[src/rtl/frame_tx_pkg.sv]
package frame_tx_pkg;
  localparam int BYTE_W = 8;
  localparam int FCS_W = 16;
  localparam logic [BYTE_W-1:0] FLAG_BYTE = 8'h7e;
  localparam logic [BYTE_W-1:0] ESC_BYTE = 8'h7d;
  localparam logic [BYTE_W-1:0] ESC_XOR = 8'h20;

  typedef enum logic [2:0] {
    ST_IDLE, ST_OPEN, ST_BODY, ST_ESC2, ST_FCS_LO, ST_FCS_HI, ST_CLOSE
  } tx_state_e;

  function automatic logic is_reserved(input logic [BYTE_W-1:0] b);
    return (b == FLAG_BYTE) || (b == ESC_BYTE);
  endfunction

  // Reflected CRC step over one byte, one bit per loop pass.
  function automatic logic [FCS_W-1:0] fcs_step(input logic [FCS_W-1:0] c,
                                                input logic [BYTE_W-1:0] d,
                                                input logic [FCS_W-1:0] poly);
    logic [FCS_W-1:0] r;
    r = c ^ {{(FCS_W-BYTE_W){1'b0}}, d};
    for (int k = 0; k < BYTE_W; k++)
      r = r[0] ? ((r >> 1) ^ poly) : (r >> 1);
    return r;
  endfunction
endpackage

[src/rtl/fcs16_acc.sv]
module fcs16_acc
  import frame_tx_pkg::*;
#(
  parameter logic [FCS_W-1:0] POLY = 16'h8408,
  parameter logic [FCS_W-1:0] SEED = 16'hffff
) (
  input  logic              clk,
  input  logic              rst_n,
  input  logic              restart,
  input  logic              upd,
  input  logic [BYTE_W-1:0] din,
  output logic [FCS_W-1:0]  fcs_out
);
  logic [FCS_W-1:0] acc_q;

  always_ff @(posedge clk or negedge rst_n) begin
    if (!rst_n)       acc_q <= SEED;
    else if (restart) acc_q <= SEED;
    else if (upd)     acc_q <= fcs_step(acc_q, din, POLY);
  end

  // The final complement is applied here.
  assign fcs_out = ~acc_q;
endmodule

[src/rtl/frame_tx_fsm.sv]
module frame_tx_fsm
  import frame_tx_pkg::*;
(
  input  logic              clk,
  input  logic              rst_n,
  input  logic              pl_valid,
  output logic              pl_ready,
  input  logic [BYTE_W-1:0] pl_byte,
  input  logic              pl_end,
  output logic              tx_valid,
  input  logic              tx_ready,
  output logic [BYTE_W-1:0] tx_byte,
  input  logic [FCS_W-1:0]  fcs_val,
  output logic              fcs_restart,
  output logic              fcs_upd
);
  tx_state_e state_q, state_d, ret_q, ret_d;
  logic [BYTE_W-1:0] esc_q, esc_d;
  logic [BYTE_W-1:0] chk_byte;
  tx_state_e chk_next;

  always_ff @(posedge clk or negedge rst_n) begin
    if (!rst_n) begin
      state_q <= ST_IDLE;
      ret_q   <= ST_IDLE;
      esc_q   <= '0;
    end else begin
      state_q <= state_d;
      ret_q   <= ret_d;
      esc_q   <= esc_d;
    end
  end

  assign chk_byte = (state_q == ST_FCS_HI) ? fcs_val[FCS_W-1:BYTE_W]
                                           : fcs_val[BYTE_W-1:0];
  assign chk_next = (state_q == ST_FCS_HI) ? ST_CLOSE : ST_FCS_HI;

  always_comb begin
    state_d     = state_q;
    ret_d       = ret_q;
    esc_d       = esc_q;
    tx_valid    = 1'b0;
    tx_byte     = FLAG_BYTE;
    pl_ready    = 1'b0;
    fcs_upd     = 1'b0;
    fcs_restart = (state_q == ST_IDLE);
    unique case (state_q)
      ST_IDLE: if (pl_valid) state_d = ST_OPEN;
      ST_OPEN, ST_CLOSE: begin
        tx_valid = 1'b1;
        if (tx_ready) state_d = (state_q == ST_OPEN) ? ST_BODY : ST_IDLE;
      end
      ST_BODY: begin
        tx_valid = pl_valid;
        pl_ready = tx_ready;
        tx_byte  = is_reserved(pl_byte) ? ESC_BYTE : pl_byte;
        if (pl_valid && tx_ready) begin
          fcs_upd = 1'b1;
          if (is_reserved(pl_byte)) begin
            state_d = ST_ESC2;
            esc_d   = pl_byte ^ ESC_XOR;
            ret_d   = pl_end ? ST_FCS_LO : ST_BODY;
          end else if (pl_end) begin
            state_d = ST_FCS_LO;
          end
        end
      end
      ST_ESC2: begin
        tx_valid = 1'b1;
        tx_byte  = esc_q;
        if (tx_ready) state_d = ret_q;
      end
      ST_FCS_LO, ST_FCS_HI: begin
        tx_valid = 1'b1;
        tx_byte  = is_reserved(chk_byte) ? ESC_BYTE : chk_byte;
        if (tx_ready) begin
          if (is_reserved(chk_byte)) begin
            state_d = ST_ESC2;
            esc_d   = chk_byte ^ ESC_XOR;
            ret_d   = chk_next;
          end else begin
            state_d = chk_next;
          end
        end
      end
      default: state_d = ST_IDLE;
    endcase
  end
endmodule

[src/rtl/frame_stuff_tx.sv]
module frame_stuff_tx
  import frame_tx_pkg::*;
#(
  parameter logic [FCS_W-1:0] FCS_POLY = 16'h8408,
  parameter logic [FCS_W-1:0] FCS_SEED = 16'hffff
) (
  input  logic              clk,
  input  logic              rst_n,
  input  logic              pl_valid,
  output logic              pl_ready,
  input  logic [BYTE_W-1:0] pl_byte,
  input  logic              pl_end,
  output logic              tx_valid,
  input  logic              tx_ready,
  output logic [BYTE_W-1:0] tx_byte
);
  logic [FCS_W-1:0] fcs_val;
  logic fcs_restart, fcs_upd;

  fcs16_acc #(.POLY(FCS_POLY), .SEED(FCS_SEED)) fcs_i (
    .clk(clk), .rst_n(rst_n), .restart(fcs_restart), .upd(fcs_upd),
    .din(pl_byte), .fcs_out(fcs_val)
  );

  frame_tx_fsm seq_i (
    .clk(clk), .rst_n(rst_n),
    .pl_valid(pl_valid), .pl_ready(pl_ready), .pl_byte(pl_byte), .pl_end(pl_end),
    .tx_valid(tx_valid), .tx_ready(tx_ready), .tx_byte(tx_byte),
    .fcs_val(fcs_val), .fcs_restart(fcs_restart), .fcs_upd(fcs_upd)
  );
endmodule

[config.mk]
export PLATFORM = sky130hd
export DESIGN_NAME = frame_stuff_tx
export DESIGN_NICKNAME = d
export VERILOG_FILES = /design/src/rtl/frame_tx_pkg.sv /design/src/rtl/fcs16_acc.sv /design/src/rtl/frame_tx_fsm.sv /design/src/rtl/frame_stuff_tx.sv
export SDC_FILE = /design/constraint.sdc
export NUM_CORES = 1
export LEC_CHECK = 0
export BUFFER_PORTS_ARGS = -buffer_cell sky130_fd_sc_hd__buf_2
export CELL_PAD_IN_SITES_DETAIL_PLACEMENT = 1
export CELL_PAD_IN_SITES_GLOBAL_PLACEMENT = 1
export CORE_MARGIN = 5
export CORE_UTILIZATION = 38
export DETAILED_ROUTE_END_ITERATION = 8
export HOLD_SLACK_MARGIN = 0.02
export MAX_ROUTING_LAYER = met4
export PLACE_DENSITY = 0.72
export SYNTH_ARGS = -nofsm -noshare
export SYNTH_HDL_FRONTEND = slang
export SYNTH_HIERARCHICAL = 1
export SYNTH_SLANG_ARGS = --single-unit
[constraint.sdc]
create_clock -name clk -period 2.4 [get_ports clk]
set_input_delay 0.48 -clock clk [delete_from_list [all_inputs] [get_ports clk]]
set_output_delay 0.48 -clock clk [all_outputs]
set_load 0.01 [all_outputs]
# [Word-level counts from Yosys, hierarchy flattened]
# Index checks and enable logic that the tools add are counted.
[word_totals] reg_bits=30 latchBits=0 ramBits=0 mem_bits_ro=0 in_bits=13 out_inout_bits=10 word_cells=85 memories=0
[classes] add_sub_neg=0 multipliers=0 n_div=0 n_lt_le_gt_ge=0 n_eq_ne=18 shifts=0 muxes=40 bitwise_logic=12 reduce_logical=11
[op_table] cell="2-to-1 mux 16 bit" count=10
[op_table] cell="2-to-1 mux 8 bit" count=7
[op_table] cell="2-to-1 mux 3 bit" count=13
[op_table] cell="== test 8 x 7 -> 1 bit, second input constant" count=4
[op_table] cell="inverter 2 -> 3 bit" count=8
[op_table] cell="case mux 8 bit (3 select lines)" count=1
[op_table] cell="inverter 16 bit" count=1
[op_table] cell="case mux 8 bit (2 select lines)" count=1
[op_table] cell="XOR 16 x 8 -> 16 bit" count=1
[op_table] cell="case mux 3 bit (5 select lines)" count=1
[op_table] cell="== test 3 bit, second input constant" count=3
[op_table] cell="!= test 2 bit, second input constant" count=4
[op_table] cell="== test 3 x 2 -> 1 bit, second input constant" count=2
[op_table] cell="!= test 2 x 1 -> 1 bit, second input constant" count=3
[op_table] cell="case mux 3 bit (2 select lines)" count=1
[op_table] cell="AND reduction 6 bit" count=1
[op_table] cell="AND reduction 5 bit" count=1
[op_table] cell="OR reduction 5 bit" count=1
[op_table] cell="2-to-1 mux 2 bit" count=2
[op_table] cell="nonzero test 2 bit" count=2
[op_table] cell="OR reduction 2 bit" count=2
[op_table] cell="== test 3 x 1 -> 1 bit, second input constant" count=1
[op_table] cell="logical NOT 3 bit" count=1
[op_table] cell="2-to-1 mux 1 bit" count=3
[op_table] cell="5 further kinds" count=7

# [Depth between registers and ports, before layout]
[logic_depth] word_depth=19 ltp_mapped=9

# [Cells and area by module]
# Netlist, hierarchy kept.
[by_module_without_submodules] mod="frame_tx_fsm" n_inst=1 cells_each=125 area_per_inst_um2=1146.1 seq_area_each_um2=350.3
[by_module_without_submodules] mod="fcs16_acc" n_inst=1 cells_each=99 area_per_inst_um2=1053.5 seq_area_each_um2=420.4

# [Worst setup path before layout]
# Ideal clock, no wire load.
[synth_timing] path_type="register -> output" from="reg fcs_i.acc_q[0]" to="out tx_byte[0]" arrival_time_ns=1.475 required_time_ns=1.920 slack_ns=0.445 stages_incl_launch_ff=7 path_buffers=0 path_cell_list="dfstp_2 -> inv_1 -> xnor2_1 -> nor4b_2 -> o21ba_2 -> a211oi_1 -> o22ai_1"
[synth_between] elab_chain_cells=6
[synth_lines] item="start: declaration" line="fcs16_acc.sv:14" text="logic [FCS_W-1:0] acc_q;"
[synth_lines] item="start signal: assignment" line="fcs16_acc.sv:19" text="else if (upd) acc_q <= fcs_step(acc_q, din, POLY);"
[synth_lines] item="inverter 16 bit (*)" line="fcs16_acc.sv:23" text="assign fcs_out = ~acc_q;"
[synth_lines] item="via fcs_val[0]" line="frame_stuff_tx.sv:17" text="logic [FCS_W-1:0] fcs_val;"
[synth_lines] item="2-to-1 mux 8 bit (*)" line="frame_tx_fsm.sv:34" text="assign chk_byte = (state_q == ST_FCS_HI) ? fcs_val[FCS_W-1:BYTE_W]"
[synth_lines] item="== test 8 x 7 -> 1 bit" line="frame_tx_pkg.sv:13" text="return (b == FLAG_BYTE) || (b == ESC_BYTE);"
[synth_lines] item="logical OR 1 bit" line="frame_tx_pkg.sv:13"
[synth_lines] item="2-to-1 mux 8 bit (*)" line="frame_tx_fsm.sv:75" text="tx_byte = is_reserved(chk_byte) ? ESC_BYTE : chk_byte;"
[synth_lines] item="case mux 8 bit (3 select lines) (*)" line="frame_tx_fsm.sv:47" text="unique case (state_q)"
[synth_lines] item="end: declaration" line="frame_stuff_tx.sv:15" text="output logic [BYTE_W-1:0] tx_byte"
# Mark *: on every way through the listed nets, which the timed path passes. The rest lies on a longest branch.

# [Worst setup path in the final report]
[layout_timing] from="reg fcs_i.acc_q[8]" to="out tx_byte[0]"
# The elaborated chain is that of the path after synthesis.

==> impl_metrics.json <==
{
  "syn_area_per_cell_um2": 9.82,
  "cts.htree.levels": 2,
  "nets": 265,
  "routabilityCongestion": 0.818,
  "ctsHoldBuffers": 0,
  "cap_violations": 0,
  "skew_ns": 0.00580,
  "first_global_vias": 1872,
  "clock-sinks": 30,
  "grt_util_met1": 0.238,
  "dp_hpwl_mm": 4.37,
  "synth_enable_flop_cells": 0,
  "p_total_mw": 2.74,
  "clockBufferDepth": 2,
  "layout_common_cells": "buf_2 (22), inv_1 (21), dfstp_2 (16)",
  "nFillCells": 659,
  "drive_above_1_share": 0.320,
  "min_path_type": "in -> async",
  "wirelength_mm": 5.85,
  "synthesis.nets": 237,
  "worst_pin_slew_ns": 0.716,
  "cts_tree": "done",
  "synthArstFlopShare": 1.00,
  "ant_nets": 0,
  "ir_drop_v": 0.000303,
  "core_area_um2": 5570,
  "setup_viol": 0,
  "end_kind": "output port",
  "fin_crit_ns": 2.35,
  "rsz0062_at_grt": "true",
  "initial_utilization": 0.395,
  "worstPathRequired_ns": 1.92,
  "grt_pass1_wl_mm": 9.93,
  "drt_iter0_drc": 94,
  "mostFrequentLayoutCell": "buf_2",
  "cts_root_buf": "clkbuf_8",
  "cts_made_buffers": 5,
  "io_buffers": 22,
  "io_pins": 23,
  "path_max_fanout": 3,
  "wire_per_inst_um": 18.0,
  "grt_max_degree": 31,
  "fmax_mhz": 426,
  "layout_setup_ws_ns": 0.0499,
  "syn_area_um2": 2200,
  "drv_slew": 0,
  "clkTransAtPathRegs_ns": 0.06,
  "fp.dieW_um": 86.1,
  "path_class": "reg -> out",
  "first_pass_iters": 4,
  "status": "finished, final reports clean",
  "overflow": 0,
  "dieHeight_um": 86.1,
  "synth-main-ff-cell": "dfstp_2",
  "start_kind": "flip-flop",
  "synthCells": 224,
  "grt_use_met2": 0.266,
  "antenna_cells": 0,
  "vias_per_cell": 5.38,
  "final-hold-violation-count": 0,
  "antenna_found_initial": 0,
  "synth_warnings": 6,
  "drc": 0,
  "die_area_um2": 7410,
  "ff_latch_area_um2": 771,
  "num_vias": 1749,
  "power_density_nw_per_um2": 1080,
  "cp.arrival_ns": 1.87,
  "pre_cts_slack_ns": 0.247,
  "use_met3": 0.0346,
  "ys_ff_latch": 30,
  "synth.yosys.seq_area_share": 0.350,
  "grt_usage": 0.175,
  "finalCritPeriodShare": 0.979,
  "grt_busiest_layer": "met2",
  "cellLeakagePower_nw": 1.14,
  "clk_latency_ns": 0.28,
  "area_growth_pct": 15.1,
  "slew_headroom": 0.523,
  "row_count": 27,
  "ys_types": 51,
  "multi_input_area_um2": 1290
}
per-stage QoR:
step | utilization | cell area (µm²) | std cells | hold slack, ns | TNS [ns]
after global placement | 0.431 | 2400 | 314 | 0.457 | 0
after CTS | 0.453 | 2520 | 325 | 0.272 | 0
after floorplan | - | 2200 | 224 | 0.184 | 0
after detailed placement | 0.431 | 2400 | 314 | 0.458 | 0
final | 0.454 | 2530 | 325 | 0.249 | 0
after global routing | 0.454 | 2530 | 325 | 0.315 | -0.105
Yosys cell counts (3+ instances only):
master    count  area, µm²
or2_2         5       31.3
a22oi_1       6       45.0
dfrtp_1      14        350
a21oi_1      16       80.1
xnor2_1      13        114
nor2b_1       4       25.0
nand4_1       3       18.8
mux2i_1      13        130
nand2_1      10       37.5
o21ai_0       9       45.0
o22ai_1       5       31.3
dfstp_2      16        420
clkbuf_1      6       22.5
a211o_1       6       52.6
xor2_1        3       26.3
nor2_1       13       48.8
xnor3_1       9        203
buf_4         3       22.5
inv_1        23       86.3
nor3_1        7       35.0
nand3_1       4       20.0
metal layers:
layer	part of all wire	wire length, µm
met5	0	0
met4	0.0099	58
met3	0.035	206
met2	0.46	2710
met1	0.49	2870
final timing paths:
check	from	endpoint	slack, ns	depth (start not counted)
min in group clk	seq_i/esc_q[2]$_DFFE_PN0P_	seq_i/esc_q[2]$_DFFE_PN0P_	0.48	1
worst max register to register	seq_i/state_q[2]$_DFFE_PN0P_	seq_i/ret_q[1]$_DFFE_PN0P_	0.45	6
worst min register to register	seq_i/esc_q[2]$_DFFE_PN0P_	seq_i/esc_q[2]$_DFFE_PN0P_	0.48	1
worst max-delay path	fcs_i/acc_q[8]$_DFFE_PN1P_	tx_byte[0]	0.05	7
max in group asynchronous	rst_n	seq_i/state_q[1]$_DFFE_PN0P_	1.70	1
worst min-delay path	rst_n	seq_i/esc_q[4]$_DFFE_PN0P_	0.25	1
worst max-delay path, cell delays in order (launching register included):
cell	delay, ns
dfstp_2	0.55
inv_1	0.09
xnor2_2	0.20
nor4_4	0.06
o21ba_2	0.23
a211oi_2	0.21
o22ai_1	0.10
buf_2	0.15
flip-flops by register name (all words and copies together), names as in the netlist:
signal and count:
fcs_i/acc_q 16, seq_i/esc_q 8, seq_i/ret_q 3, seq_i/state_q 3
power by group:
group | switching, mW | internal [mW]
Sequential | 0.102 | 0.677
Combinational | 0.827 | 0.718
Clock | 0.189 | 0.231
Total | 1.12 | 1.63
cells by family (layout without fill, tap and decap cells):
family | Yosys count | after routing | share of synthesized area
AOI/OAI and AO/OA | 60 | 60 | 0.198
and+or+nand+nor | 58 | 58 | 0.151
buffers and inverters | 36 | 65 | 0.0711
DFF | 30 | 30 | 0.350
xor gates and xnor gates | 27 | 27 | 0.171
muxes | 13 | 13 | 0.0592
cell type report:
class,count,area share
multi-input combinational,158,0.511
sequential,30,0.304
timing repair buffer,34,0.0791
tap,72,0.0356
clock buffer,7,0.0341
inverter,23,0.0341
clock inverter,1,0.00198
what timing repair did:
item | CTS | global route
pin swaps | 4 | 2
endpoints found under the hold margin | 0 | 0
buffers inserted | 3 | 0
resized for setup | 2 | 3
endpoints found under the setup margin | 1 | 2
Power figures use the tool's default switching activity.
